==> src/rtl/cascade_vsum_pkg.sv <==
package cascade_vsum_pkg;

   // Number of extra bits needed so that n_terms full-scale words cannot overflow
   function automatic int guard_needed(input int n_terms);
      return (n_terms <= 1) ? 0 : $clog2(n_terms);
   endfunction

   // Width of a counter that counts 0 .. n-1
   function automatic int cnt_width(input int n);
      return (n <= 2) ? 1 : $clog2(n);
   endfunction

endpackage

==> src/rtl/cvs_timing.sv <==
module cvs_timing
   import cascade_vsum_pkg::*;
#(
   parameter int OSR      = 4,
   parameter int FAST_DIV = 1,
   localparam int PW      = cnt_width(OSR)
) (
   input  logic          clk,
   input  logic          rst,
   output logic          fast_en,
   output logic          sample_en,
   output logic          result_due,
   output logic [PW-1:0] phase
);

   localparam logic [PW-1:0] LAST_PH = PW'(OSR - 1);

   generate
      if (OSR < 2) begin : g_bad_osr
         $error("cvs_timing: OSR must be at least 2");
      end
      if (FAST_DIV < 1) begin : g_bad_div
         $error("cvs_timing: FAST_DIV must be at least 1");
      end
   endgenerate

   // Fast-rate enable: every cycle, or a prescaled strobe
   generate
      if (FAST_DIV == 1) begin : g_nodiv
         assign fast_en = 1'b1;
      end else begin : g_div
         localparam int DW = cnt_width(FAST_DIV);
         logic [DW-1:0] div_cnt;
         always_ff @(posedge clk) begin
            if (rst)                                div_cnt <= '0;
            else if (div_cnt == DW'(FAST_DIV - 1))  div_cnt <= '0;
            else                                    div_cnt <= div_cnt + DW'(1);
         end
         assign fast_en = (div_cnt == DW'(FAST_DIV - 1));
      end
   endgenerate

   always_ff @(posedge clk) begin
      if (rst)                 phase <= '0;
      else if (fast_en) begin
         if (phase == LAST_PH) phase <= '0;
         else                  phase <= phase + PW'(1);
      end
   end

   logic load_en;
   logic cap_v;   // a real vector has been taken in
   logic acc_v;   // the group totals now being built come from a real vector

   assign load_en   = fast_en && (phase == '0);
   assign sample_en = fast_en && (phase == LAST_PH);

   always_ff @(posedge clk) begin
      if (rst) begin
         cap_v <= 1'b0;
         acc_v <= 1'b0;
      end else begin
         if (sample_en) cap_v <= 1'b1;
         if (load_en)   acc_v <= cap_v;
      end
   end

   assign result_due = load_en && acc_v;

   assert_strobe_single_R2: assert property (@(posedge clk) disable iff (rst)
      sample_en |=> !sample_en);

   assert_no_early_result_R6: assert property (@(posedge clk) disable iff (rst)
      result_due |-> cap_v);

endmodule

==> src/rtl/cvs_group_acc.sv <==
module cvs_group_acc #(
   parameter int W     = 16,
   parameter int GSIZE = 4,
   parameter int SW    = 20,
   parameter int PW    = 2
) (
   input  logic                    clk,
   input  logic                    rst,
   input  logic                    fast_en,
   input  logic [PW-1:0]           phase,
   input  logic [GSIZE*W-1:0]      grp_vec,
   output logic signed [SW-1:0]    part
);

   localparam longint LO_L = -(longint'(GSIZE) <<< (W - 1));
   localparam longint HI_L = longint'(GSIZE) * ((longint'(1) <<< (W - 1)) - 1);

   generate
      if (SW < W) begin : g_bad_w
         $error("cvs_group_acc: SW must not be narrower than W");
      end
   endgenerate

   logic [W-1:0]         elem;
   logic signed [SW-1:0] elem_x;

   // Select this step's element and sign-extend it
   assign elem   = grp_vec[int'(phase)*W +: W];
   assign elem_x = SW'($signed(elem));

   // Phase 0 reloads the accumulator, later phases add into it
   always_ff @(posedge clk) begin
      if (rst)                  part <= '0;
      else if (fast_en) begin
         if (phase == '0)       part <= elem_x;
         else                   part <= part + elem_x;
      end
   end

   assert_partial_bound_R4: assert property (@(posedge clk) disable iff (rst)
      (longint'(part) >= LO_L) && (longint'(part) <= HI_L));

endmodule

==> src/rtl/cvs_combine.sv <==
module cvs_combine #(
   parameter int GROUPS = 3,
   parameter int SW     = 20
) (
   input  logic                     clk,
   input  logic                     rst,
   input  logic                     result_due,
   input  logic [GROUPS*SW-1:0]     parts,
   output logic signed [SW-1:0]     sum_out,
   output logic                     out_valid
);

   logic signed [SW-1:0] total;

   always_comb begin
      total = '0;
      for (int g = 0; g < GROUPS; g++) begin
         total = total + $signed(parts[g*SW +: SW]);
      end
   end

   always_ff @(posedge clk) begin
      if (rst) begin
         sum_out   <= '0;
         out_valid <= 1'b0;
      end else begin
         out_valid <= result_due;
         if (result_due) sum_out <= total;
      end
   end

   assert_valid_pulse_R6: assert property (@(posedge clk) disable iff (rst)
      out_valid |=> !out_valid);

   assert_sum_hold_R7: assert property (@(posedge clk) disable iff (rst)
      !out_valid |-> $stable(sum_out));

endmodule

==> src/rtl/cascade_vsum.sv <==
module cascade_vsum
   import cascade_vsum_pkg::*;
#(
   parameter int N_IN     = 12,
   parameter int W        = 16,
   parameter int GROUPS   = 3,
   parameter int GUARD    = 4,
   parameter int FAST_DIV = 1,
   localparam int OSR     = N_IN / GROUPS,
   localparam int SW      = W + GUARD,
   localparam int PW      = cnt_width(OSR)
) (
   input  logic                   clk,
   input  logic                   rst,
   input  logic [N_IN*W-1:0]      vec_in,
   output logic                   sample_en,
   output logic signed [SW-1:0]   sum_out,
   output logic                   out_valid
);

   generate
      if (N_IN % GROUPS != 0) begin : g_bad_split
         $error("cascade_vsum: N_IN must divide evenly into GROUPS");
      end
      if (GUARD < guard_needed(N_IN)) begin : g_bad_guard
         $error("cascade_vsum: GUARD too small for an exact sum");
      end
   endgenerate

   logic                  fast_en;
   logic                  result_due;
   logic [PW-1:0]         phase;
   logic [N_IN*W-1:0]     vec_q;
   logic [GROUPS*SW-1:0]  parts;

   cvs_timing #(
      .OSR      (OSR),
      .FAST_DIV (FAST_DIV)
   ) u_timing (
      .clk        (clk),
      .rst        (rst),
      .fast_en    (fast_en),
      .sample_en  (sample_en),
      .result_due (result_due),
      .phase      (phase)
   );

   // Input vector register, loaded only on the slow enable
   always_ff @(posedge clk) begin
      if (rst)            vec_q <= '0;
      else if (sample_en) vec_q <= vec_in;
   end

   generate
      for (genvar g = 0; g < GROUPS; g++) begin : g_grp
         cvs_group_acc #(
            .W     (W),
            .GSIZE (OSR),
            .SW    (SW),
            .PW    (PW)
         ) u_acc (
            .clk     (clk),
            .rst     (rst),
            .fast_en (fast_en),
            .phase   (phase),
            .grp_vec (vec_q[g*OSR*W +: OSR*W]),
            .part    (parts[g*SW +: SW])
         );
      end
   endgenerate

   cvs_combine #(
      .GROUPS (GROUPS),
      .SW     (SW)
   ) u_comb (
      .clk        (clk),
      .rst        (rst),
      .result_due (result_due),
      .parts      (parts),
      .sum_out    (sum_out),
      .out_valid  (out_valid)
   );

   assert_capture_only_R3: assert property (@(posedge clk) disable iff (rst)
      !sample_en |=> $stable(vec_q));

endmodule

==> config.mk <==
export PLATFORM = sky130hd
export DESIGN_NAME = cascade_vsum
export DESIGN_NICKNAME = d
export VERILOG_FILES = /design/src/rtl/cascade_vsum_pkg.sv /design/src/rtl/cvs_timing.sv /design/src/rtl/cvs_group_acc.sv /design/src/rtl/cvs_combine.sv /design/src/rtl/cascade_vsum.sv
export SDC_FILE = /design/constraint.sdc
export NUM_CORES = 1
export LEC_CHECK = 0
export BUFFER_PORTS_ARGS = -buffer_cell sky130_fd_sc_hd__buf_2
export CAP_MARGIN = 5
export CORE_MARGIN = 3
export CORE_UTILIZATION = 55
export CTS_CLUSTER_DIAMETER = 60
export DETAILED_ROUTE_END_ITERATION = 10
export PLACE_DENSITY = 0.84
export SLEW_MARGIN = 15
export SYNTH_ARGS = -nofsm -noshare
export SYNTH_HDL_FRONTEND = slang
export SYNTH_SLANG_ARGS = --single-unit
==> constraint.sdc <==
create_clock -name clk -period 6.9 [get_ports clk]
set_clock_uncertainty 0.1 [all_clocks]
set_input_delay 1.38 -clock clk [delete_from_list [all_inputs] [get_ports clk]]
set_output_delay 1.38 -clock clk [all_outputs]
set_load 0.05 [all_outputs]
==> results of run 1 <==
-- worst max-delay path, stage by stage (launching register included) --
cell	delay [ns]
sky130_fd_sc_hd__dfxtp_4	1.04
sky130_fd_sc_hd__mux4_2	0.40
sky130_fd_sc_hd__ha_1	0.21
sky130_fd_sc_hd__inv_1	0.07
sky130_fd_sc_hd__fa_1	0.43
sky130_fd_sc_hd__nor2b_1	0.14
sky130_fd_sc_hd__o21ai_1	0.12
sky130_fd_sc_hd__a21boi_0	0.37
sky130_fd_sc_hd__o2111ai_1	0.23
sky130_fd_sc_hd__a21oi_1	0.34
sky130_fd_sc_hd__nor3_1	0.09
sky130_fd_sc_hd__or3b_1	0.34
-- layout make-up --
class | count | area (um^2)
Sequential cell | 277 | 5550
Inverter | 35 | 131
Timing Repair Buffer | 225 | 1160
Multi-Input combinational cell | 1140 | 8800
Clock buffer | 47 | 981
Tap cell | 335 | 419
Fill cell | 2021 | 9090
Clock inverter | 14 | 144
Antenna cell | 2 | 5.00
-- routing by layer --
layer	share of wire [%]	global-route usage (%)	wire length, um	vias to the layer above
li1	-	-	-	5877
met1	42	34.6	16500	5956
met2	47	44.3	18600	431
met3	8.1	7.87	3190	89
met4	2.9	8.61	1160	16
met5	0.25	0.669	99	-
-- registers in the layout, indices dropped and copies added, names as in the netlist --
| name | count |
|---|---|
| g_grp.u_acc.part | 60 |
| u_comb.out_valid | 1 |
| u_comb.sum_out | 20 |
| u_timing.acc_v | 1 |
| u_timing.cap_v | 1 |
| u_timing.phase | 2 |
| vec_q | 192 |
-- cell families (layout without fill, tap and decap cells) --
group	Yosys count	after routing	share of synthesized area, %
simple gates	463	463	13.5
buf+inv	120	321	3.17
flops	277	277	37.5
compound gates	286	286	12.9
other cells	0	2	0
mux	247	247	20.8
fa+ha+maj	100	100	9.62
xor+xnor	44	44	2.60
-- Yosys cell counts, drive strengths merged, types with 8 or more instances --
| cell type | n |
|---|---|
| dfxtp | 277 |
| nor2 | 250 |
| mux2i | 199 |
| nand2 | 109 |
| a21oi | 79 |
| ha | 77 |
| o21ai | 63 |
| clkbuf | 51 |
| mux4 | 48 |
| xnor2 | 35 |
| buf | 34 |
| a21o | 33 |
| inv | 33 |
| fa | 23 |
| nand3 | 20 |
| a211oi | 18 |
| nor3 | 17 |
| a31oi | 10 |
| and3 | 10 |
| a21boi | 9 |
| xor2 | 9 |
| nor2b | 8 |
| o21bai | 8 |
-- stage by stage --
| stage | std cells | area, um^2 |
|---|---|---|
| global placement | 2012 | 16100 |
| CTS | 2073 | 17200 |
| detailed placement | 2012 | 16100 |
| finish | 2075 | 17200 |
| global route | 2075 | 17200 |
| floorplan | 1537 | 14800 |
-- report_power, final --
part / switching [mW] / internal (mW) / leakage (nW)
sequential: 0.0780 / 1.67 / 2.24
clock: 0.719 / 1.05 / 0.554
combinational: 0.315 / 0.254 / 4.28
-- placed cells by master (no fill, tap or decap), types with 7 or more instances in the layout --
master and instances:
sky130_fd_sc_hd__xor2_1 9, sky130_fd_sc_hd__inv_1 33, sky130_fd_sc_hd__dfxtp_1 275, sky130_fd_sc_hd__nand4_1 7, sky130_fd_sc_hd__a21boi_0 7, sky130_fd_sc_hd__ha_1 75, sky130_fd_sc_hd__nand2_1 109, sky130_fd_sc_hd__o21bai_1 8
sky130_fd_sc_hd__o21ai_0 58, sky130_fd_sc_hd__xnor2_1 35, sky130_fd_sc_hd__mux2i_1 199, sky130_fd_sc_hd__buf_4 10, sky130_fd_sc_hd__a31oi_1 10, sky130_fd_sc_hd__fa_1 23, sky130_fd_sc_hd__a21o_1 33, sky130_fd_sc_hd__and2_1 7
sky130_fd_sc_hd__buf_2 214, sky130_fd_sc_hd__a21oi_1 79, sky130_fd_sc_hd__and3_1 10, sky130_fd_sc_hd__a211oi_1 17, sky130_fd_sc_hd__o21a_1 7, sky130_fd_sc_hd__clkbuf_16 35, sky130_fd_sc_hd__nor2_1 249, sky130_fd_sc_hd__nor2b_1 8
sky130_fd_sc_hd__nand3_1 20, sky130_fd_sc_hd__mux4_2 48, sky130_fd_sc_hd__nor3_1 17
-- worst min-delay path by stage --
stage / startpoint / to / slack, ns / cells past startpoint
after global placement: u_comb.sum_out[6]$_SDFFE_PP0P_ / u_comb.sum_out[6]$_SDFFE_PP0P_ / 0.34 / 2
after CTS: u_comb.sum_out[11]$_SDFFE_PP0P_ / u_comb.sum_out[11]$_SDFFE_PP0P_ / 0.35 / 2
final: u_comb.sum_out[11]$_SDFFE_PP0P_ / u_comb.sum_out[11]$_SDFFE_PP0P_ / 0.35 / 2
after floorplan: u_timing.cap_v$_SDFFE_PP0P_ / u_timing.cap_v$_SDFFE_PP0P_ / 0.33 / 2
after detailed placement: u_comb.sum_out[11]$_SDFFE_PP0P_ / u_comb.sum_out[11]$_SDFFE_PP0P_ / 0.34 / 2
after global routing: u_comb.sum_out[11]$_SDFFE_PP0P_ / u_comb.sum_out[11]$_SDFFE_PP0P_ / 0.37 / 2
==> summary.md, run 1 <==
| Metric | Value |
|---|---|
| Data required time at the worst endpoint | `7.18 ns` |
| Remaining global-route overflow | `0` |
| Worst r2r src | `u_timing.phase[0]$_SDFF_PP0_` |
| # H-tree levels | `2` |
| Clock root buffer master | `sky130_fd_sc_hd__clkbuf_16` |
| Clock latency of the later-clocked register in the worst-skew pair | `0.53 ns` |
| Tot GR Track Use | `27.0%` |
| Wire length of the first global-routing pass | `62900 um` |
| Mapped cell area | `14800 um^2` |
| Floorplan core area | `26300 um^2` |
| Crit path kind | `reg2reg` |
| Total die area | `28900 um^2` |
| Number of buffers inserted for hold repair after clock tree synthesis | `0` |
| Net count of the mapped netlist | `1831` |
| Initial antenna violation count | `10` |
| Result of the run | `complete, no violations` |
| Mean instance size in the synthesized netlist | `9.63 um^2` |
| # DRC | `0` |
| Reg-to-reg slack, setup | `2.81 ns` |
| Pin slew with the least headroom to its limit | `1.11 ns` |
| Max-cap viol count | `0` |
| Area fraction of the dominant cell type after synthesis | `37.5%` |
| Largest net degree at the start of global routing | `95` |
| Number of detailed-route iterations in the first pass | `5` |
| Leading area contributor after synthesis | `sky130_fd_sc_hd__dfxtp_1` |
| Final Net Count | `2007` |
| Max Fclk | `0.245 GHz` |
| Final Util | `65.4%` |
| Kind of start point of the critical path | `flop` |
| Post_cts resized | `0` |
| Bufs on Longest Clock Path | `3` |
| Aggregate routed wire length | `39500 um` |
| P_leak | `7.08 nW` |
| Highest ir drop seen on vdd | `0.236 mV` |
| TritonCTS clock tree | `done` |
| Final period demand of the worst path | `4.09 ns` |
| Worst min-delay path class | `reg2reg` |
| Final setup viols | `0` |
| Unrepaired setup endpoints after global routing | `false` |
| Count of yosys warnings during synthesis | `0` |
| Worst Setup Slack post-DPL | `2.78 ns` |
| Synthesized instance count | `1537` |
| Share of flip-flops with an asynchronous set or reset | `0%` |
| Die boundary width | `170 um` |
| Commonest register cell after synthesis | `sky130_fd_sc_hd__dfxtp_1` |
| Detailed-route via count | `12400` |
| Worst setup path endpoint | `g_grp[2].u_acc.part[16]$_SDFF_PP0_` |
| Clock Pin Slew Worst Setup and Hold Paths | `0.06 ns` |
| Number of distinct library cells after synthesis | `72` |
| Number of sinks driven by the clock tree | `277` |
| Area added between synthesis and finish | `16.2%` |
| Largest cells by area after synthesis | `sky130_fd_sc_hd__dfxtp_1, sky130_fd_sc_hd__mux2i_1, sky130_fd_sc_hd__mux4_2` |
| Seq/Total Area, Yosys | `37.5%` |
| Hold Vio Cnt, Final | `0` |
| Total CTS buffers | `34` |
| Vias per cell | `5.96` |
| Worst EP arrival | `4.37 ns` |
| RePlAce Congestion | `0.925` |
| Largest fanout on the critical path | `51` |
| Post-layout total power | `4.08 mW` |
| Final worst hold slack | `0.349 ns` |
| Fin worst setup slack | `2.81 ns` |
| Fraction of layout cells with a size suffix above 1 | `20.0%` |
| Die Y-Extent | `170 um` |
| Via count of the first global-routing pass | `12200` |
| Slew margin rel. | `26.0%` |
| Timing startpoint of the critical path | `u_timing.phase[0]$_SDFF_PP0_` |
| Port bufs | `215` |
| Setup TNS | `0 ns` |
| HPWL Detailed | `29000 um` |
| Power density cells | `238 nW/um^2` |
| Number of nets with antenna violations after detailed routing | `0` |
| Crit end category | `flop` |
| Starting Density | `56.3%` |
| Final period util | `59.2%` |
| Number of I/O pins | `216` |
| Iteration-0 DRC Markers | `896` |
| Terminus of the critical flop-to-flop path | `g_grp[2].u_acc.part[16]$_SDFF_PP0_` |
| Count of flip-flops with a built-in enable after synthesis | `0` |
| Cell Rows | `59` |
| Logic depth of the worst register-to-register path | `11` |
| Number of synthesized register bits | `277` |
| Pins over their slew limit | `0` |
| Number of post-CTS setup repair buffers | `0` |
| Detail-routed net length per standard cell | `19.0 um` |
Note: power is estimated with default switching activity, not from simulation.
==> run 2, diff against run 1 <==
--- a/config.mk
+++ b/config.mk
@@ -5,10 +5,11 @@
 export SDC_FILE = /design/constraint.sdc
 export NUM_CORES = 1
 export LEC_CHECK = 0
+export ABC_AREA = 1
 export BUFFER_PORTS_ARGS = -buffer_cell sky130_fd_sc_hd__buf_2
 export CAP_MARGIN = 5
 export CORE_MARGIN = 3
-export CORE_UTILIZATION = 55
+export CORE_UTILIZATION = 53
 export CTS_CLUSTER_DIAMETER = 60
 export DETAILED_ROUTE_END_ITERATION = 10
 export PLACE_DENSITY = 0.84
==> constraint.sdc (replaced) <==
create_clock -name clk -period 3.6 [get_ports clk]
set_clock_uncertainty 0.1 [all_clocks]
set_input_delay 0.72 -clock clk [delete_from_list [all_inputs] [get_ports clk]]
set_output_delay 0.72 -clock clk [all_outputs]
set_load 0.05 [all_outputs]
==> run 2 against run 1 <==
Net effect:
- clock power grew 80%
- sequential share of layout area shrank 1.5 points
- largest power group is now registers
- sequential power grew 110%
- via count grew 28%
- hold slack lost 0.10 ns
- power grew to 2.6 times the previous value
- core utilization shrank 3.3 points
- combinational power grew to 6.4 times the previous value
- synthesized cell count grew 52%
- die area grew 10%
- worst setup slack lost 2.5 ns
- critical endpoint is now g_grp[0].u_acc.part[13]$_SDFF_PP0_
==> summary.md, run 2 <==
| Metric | Value |
|---|---|
| Initial antenna violation count | `0 (was 10)` |
| Final Util | `62.1% (was 65.4%)` |
| Aggregate routed wire length | `45100 um (was 39500 um)` |
| Detail-routed net length per standard cell | `15.6 um (was 19.0 um)` |
| Hold Vio Cnt, Final | `0 (unchanged)` |
| Total die area | `31900 um^2 (was 28900 um^2)` |
| Number of detailed-route iterations in the first pass | `5 (unchanged)` |
| Number of buffers inserted for hold repair after clock tree synthesis | `0 (unchanged)` |
| Most frequently used cell type in the post-synthesis netlist | `sky130_fd_sc_hd__nor2_1 (was sky130_fd_sc_hd__dfxtp_1)` |
| Number of I/O pins | `216 (unchanged)` |
| Clock latency of the later-clocked register in the worst-skew pair | `0.59 ns (was 0.53 ns)` |
| Registers with the highest flip-flop counts | `vec_q x192, g_grp.u_acc.part x60, u_comb.sum_out x20 (unchanged)` |
| Share of the synthesized netlist area taken by xor and xnor gates | `1.55% (was 2.60%)` |
| TritonCTS clock tree | `done (unchanged)` |
| Pins over their slew limit | `0 (unchanged)` |
| Timing startpoint of the critical path | `u_timing.phase[0]$_SDFF_PP0_ (unchanged)` |
| # DRC | `0 (unchanged)` |
| Unrepaired setup endpoints after global routing | `false (unchanged)` |
| Most frequent cells in the layout | `sky130_fd_sc_hd__nor2_1, sky130_fd_sc_hd__nand2_1, sky130_fd_sc_hd__dfxtp_1, sky130_fd_sc_hd__o21ai_0, sky130_fd_sc_hd__buf_2 (was sky130_fd_sc_hd__dfxtp_1, sky130_fd_sc_hd__nor2_1, sky130_fd_sc_hd__buf_2, sky130_fd_sc_hd__mux2i_1, sky130_fd_sc_hd__nand2_1)` |
| Leading area contributor after synthesis | `sky130_fd_sc_hd__dfxtp_1 (unchanged)` |
| Hold path startpoint | `vec_in[29] (was u_comb.sum_out[11]$_SDFFE_PP0P_)` |
| Starting Density | `54.4% (was 56.3%)` |
| # diodes | `0 (was 2)` |
| Data required time at the worst endpoint | `3.94 ns (was 7.18 ns)` |
| Fraction of layout cells with a size suffix above 1 | `12.5% (was 20.0%)` |
| Combinational family with the most area after synthesis | `simple AND/OR/NAND/NOR gates (was multiplexers)` |
| Mean instance size in the synthesized netlist | `6.74 um^2 (was 9.63 um^2)` |
| Final period demand of the worst path | `3.26 ns (was 4.09 ns)` |
| Largest fanout on the critical path | `61 (was 51)` |
| Simple-gate area share of the yosys netlist | `28.6% (was 13.5%)` |
| Die boundary width | `179 um (was 170 um)` |
| Port bufs | `215 (unchanged)` |
| Worst min-delay path class | `in2reg (was reg2reg)` |
| Largest register by flop count | `vec_q (unchanged)` |
| Area fraction of the dominant cell type after synthesis | `35.1% (was 37.5%)` |
| Crit path kind | `reg2reg (unchanged)` |
| Largest net degree at the start of global routing | `160 (was 95)` |
| Mapped cell area | `15800 um^2 (was 14800 um^2)` |
| P_leak | `9.13 nW (was 7.08 nW)` |
| GR Layer Usage met2 | `42.7% (was 44.3%)` |
| Power density cells | `584 nW/um^2 (was 238 nW/um^2)` |
| Share of flip-flops with an asynchronous set or reset | `0% (unchanged)` |
| Commonest non-fill, non-tap cell in the layout | `sky130_fd_sc_hd__nor2_1 (was sky130_fd_sc_hd__dfxtp_1)` |
| Via count of the first global-routing pass | `14800 (was 12200)` |
| Met1 usage | `39.9% (was 34.6%)` |
| Result of the run | `complete, no violations (unchanged)` |
| Logic depth of the worst register-to-register path | `13 (was 11)` |
| Post_cts resized | `0 (unchanged)` |
| RePlAce Congestion | `0.934 (was 0.925)` |
| Max-cap viol count | `0 (unchanged)` |
| Post-layout total power | `10.5 mW (was 4.08 mW)` |
| Floorplan core area | `29000 um^2 (was 26300 um^2)` |
| Clock root buffer master | `sky130_fd_sc_hd__clkbuf_16 (unchanged)` |
| Cell Rows | `62 (was 59)` |
| Clock Pin Slew Worst Setup and Hold Paths | `0.06 ns (about the same)` |
| # H-tree levels | `1 (was 2)` |
| Worst r2r src | `u_timing.phase[0]$_SDFF_PP0_ (unchanged)` |
| Hold Crit Endpoint | `vec_q[29]$_SDFFE_PP0P_ (was u_comb.sum_out[11]$_SDFFE_PP0P_)` |
| Total CTS buffers | `30 (was 34)` |
| Count of yosys warnings during synthesis | `0 (unchanged)` |
| Pin slew with the least headroom to its limit | `1.04 ns (was 1.11 ns)` |
| Terminus of the critical flop-to-flop path | `g_grp[0].u_acc.part[13]$_SDFF_PP0_ (was g_grp[2].u_acc.part[16]$_SDFF_PP0_)` |
| Max Fclk | `0.306 GHz (was 0.245 GHz)` |
| Iteration-0 DRC Markers | `1452 (was 896)` |
| Reg-to-reg slack, setup | `0.34 ns (was 2.81 ns)` |
| Worst EP arrival | `3.61 ns (was 4.37 ns)` |
| Hold Path Cell Cnt | `3 (was 2)` |
| Number of nets with antenna violations after detailed routing | `0 (unchanged)` |
| Die Y-Extent | `179 um (was 170 um)` |
| Setup TNS | `0 ns (unchanged)` |
| Final Net Count | `2782 (was 2007)` |
| Kind of start point of the critical path | `flop (unchanged)` |
| Most congested layer reported by global routing | `met2 (unchanged)` |
| Slew margin rel. | `30.4% (was 26.0%)` |
| Post-synthesis compound-gate area fraction | `17.6% (was 12.9%)` |
| Most frequent cells after synthesis | `sky130_fd_sc_hd__nor2_1, sky130_fd_sc_hd__nand2_1, sky130_fd_sc_hd__dfxtp_1, sky130_fd_sc_hd__o21ai_0, sky130_fd_sc_hd__inv_1 (was sky130_fd_sc_hd__dfxtp_1, sky130_fd_sc_hd__nor2_1, sky130_fd_sc_hd__mux2i_1, sky130_fd_sc_hd__nand2_1, sky130_fd_sc_hd__a21oi_1)` |
| Multiplexer share of the synthesized area | `0% (was 20.8%)` |
| Synthesized instance count | `2340 (was 1537)` |
| HPWL Detailed | `32900 um (was 29000 um)` |
| Number of synthesized register bits | `277 (unchanged)` |
| Final period util | `90.7% (was 59.2%)` |
| Remaining global-route overflow | `0 (unchanged)` |
| Vias per cell | `5.47 (was 5.96)` |
| Adder-cell share of the synthesized area | `9.02% (was 9.62%)` |
| Commonest register cell after synthesis | `sky130_fd_sc_hd__dfxtp_1 (unchanged)` |
| Flip-flop count of the largest register after layout | `192 (unchanged)` |
| Bufs on Longest Clock Path | `3 (unchanged)` |
| Detailed-route via count | `15800 (was 12400)` |
| Crit end category | `flop (unchanged)` |
| Wire length of the first global-routing pass | `72300 um (was 62900 um)` |
| Net count of the mapped netlist | `2634 (was 1831)` |
| Final setup viols | `0 (unchanged)` |
| Highest ir drop seen on vdd | `0.430 mV (was 0.236 mV)` |
| Tot GR Track Use | `27.7% (was 27.0%)` |
| Count of flip-flops with a built-in enable after synthesis | `0 (unchanged)` |
| Seq/Total Area, Yosys | `35.1% (was 37.5%)` |
| Fill cell total of the finished layout | `2665 (was 2021)` |
| Number of sinks driven by the clock tree | `277 (unchanged)` |
| Met3 track utilization from global routing | `3.41% (was 7.87%)` |
| Largest cells by area after synthesis | `sky130_fd_sc_hd__dfxtp_1, sky130_fd_sc_hd__nor2_1, sky130_fd_sc_hd__nand2_1 (was sky130_fd_sc_hd__dfxtp_1, sky130_fd_sc_hd__mux2i_1, sky130_fd_sc_hd__mux4_2)` |
| Number of post-CTS setup repair buffers | `0 (unchanged)` |
| Number of distinct library cells after synthesis | `43 (was 72)` |
| Area added between synthesis and finish | `14.1% (was 16.2%)` |
[run 2: cell count changes after synthesis, sizes merged, moves of 20 or more]
| cell | delta |
|---|---|
| nand2 | +287 |
| xnor2 | -20 |
| inv | +152 |
| buf | +27 |
| a21oi | +48 |
| mux4 | -48 |
| o21ai | +229 |
| nand3 | +86 |
| nor2 | +346 |
| a21o | -28 |
| o22ai | +27 |
| mux2i | -199 |
[run 2: critical path, cell delays in order (launching register included)]
cell and delay [ns]:
sky130_fd_sc_hd__dfxtp_4 0.48, sky130_fd_sc_hd__inv_6 0.40, sky130_fd_sc_hd__buf_4 0.28, sky130_fd_sc_hd__nor2_1 0.06
sky130_fd_sc_hd__o22ai_1 0.38, sky130_fd_sc_hd__ha_1 0.37, sky130_fd_sc_hd__nand2_1 0.17, sky130_fd_sc_hd__inv_1 0.06
sky130_fd_sc_hd__a21oi_1 0.14, sky130_fd_sc_hd__nand3_1 0.18, sky130_fd_sc_hd__a21oi_1 0.25, sky130_fd_sc_hd__nor2_1 0.06
sky130_fd_sc_hd__nor2_1 0.12, sky130_fd_sc_hd__nor2_1 0.04
[run 2: cell families after synthesis]
kind of cell    after synthesis
fa+ha+maj                   100
compound gates              500
simple gates               1131
buf+inv                     304
flops                       277
xor+xnor                     28
[run 2: metrics by stage]
step	hold WS (ns)	cell area, um^2	setup WS [ns]	instances
floorplan	0.329	15800	0.971	2340
CTS	0.233	18000	0.411	2894
global placement	0.340	17000	0.522	2840
finish	0.248	18000	0.335	2894
detailed placement	0.346	17000	0.474	2840
global route	0.242	18000	0.107	2894
[run 2: layout make-up]
type	instances	area [um^2]	share of cell area [%]
multi-input combinational	1759	8960	49.8
sequential	277	5550	30.8
timing repair buffer	234	1260	6.98
clock buffer	45	918	5.10
inverter	186	711	3.95
tap	384	480	2.67
clock inverter	9	128	0.709
[run 2: power breakdown]
group / switching [mW] / leakage, nW / internal (mW)
logic: 2.34 / 6.35 / 1.29
clock network: 1.28 / 0.517 / 1.91
registers: 0.299 / 2.26 / 3.40
[run 2: metal layers]
| layer | vias to the layer above | wire [um] |
|---|---|---|
| li1 | 7903 | - |
| met1 | 7209 | 20500 |
| met2 | 627 | 19500 |
| met3 | 98 | 3540 |
| met4 | 0 | 1580 |
| met5 | - | 0 |
[run 2: worst max-delay path by stage]
stage	end	slack [ns]	depth (start not counted)
finish	g_grp[0].u_acc.part[13]$_SDFF_PP0_	0.34	13
global route	g_grp[0].u_acc.part[12]$_SDFF_PP0_	0.11	16
CTS	g_grp[0].u_acc.part[13]$_SDFF_PP0_	0.41	13
detailed placement	g_grp[0].u_acc.part[13]$_SDFF_PP0_	0.47	13
global placement	g_grp[0].u_acc.part[13]$_SDFF_PP0_	0.52	13
floorplan	g_grp[1].u_acc.part[12]$_SDFF_PP0_	0.97	18
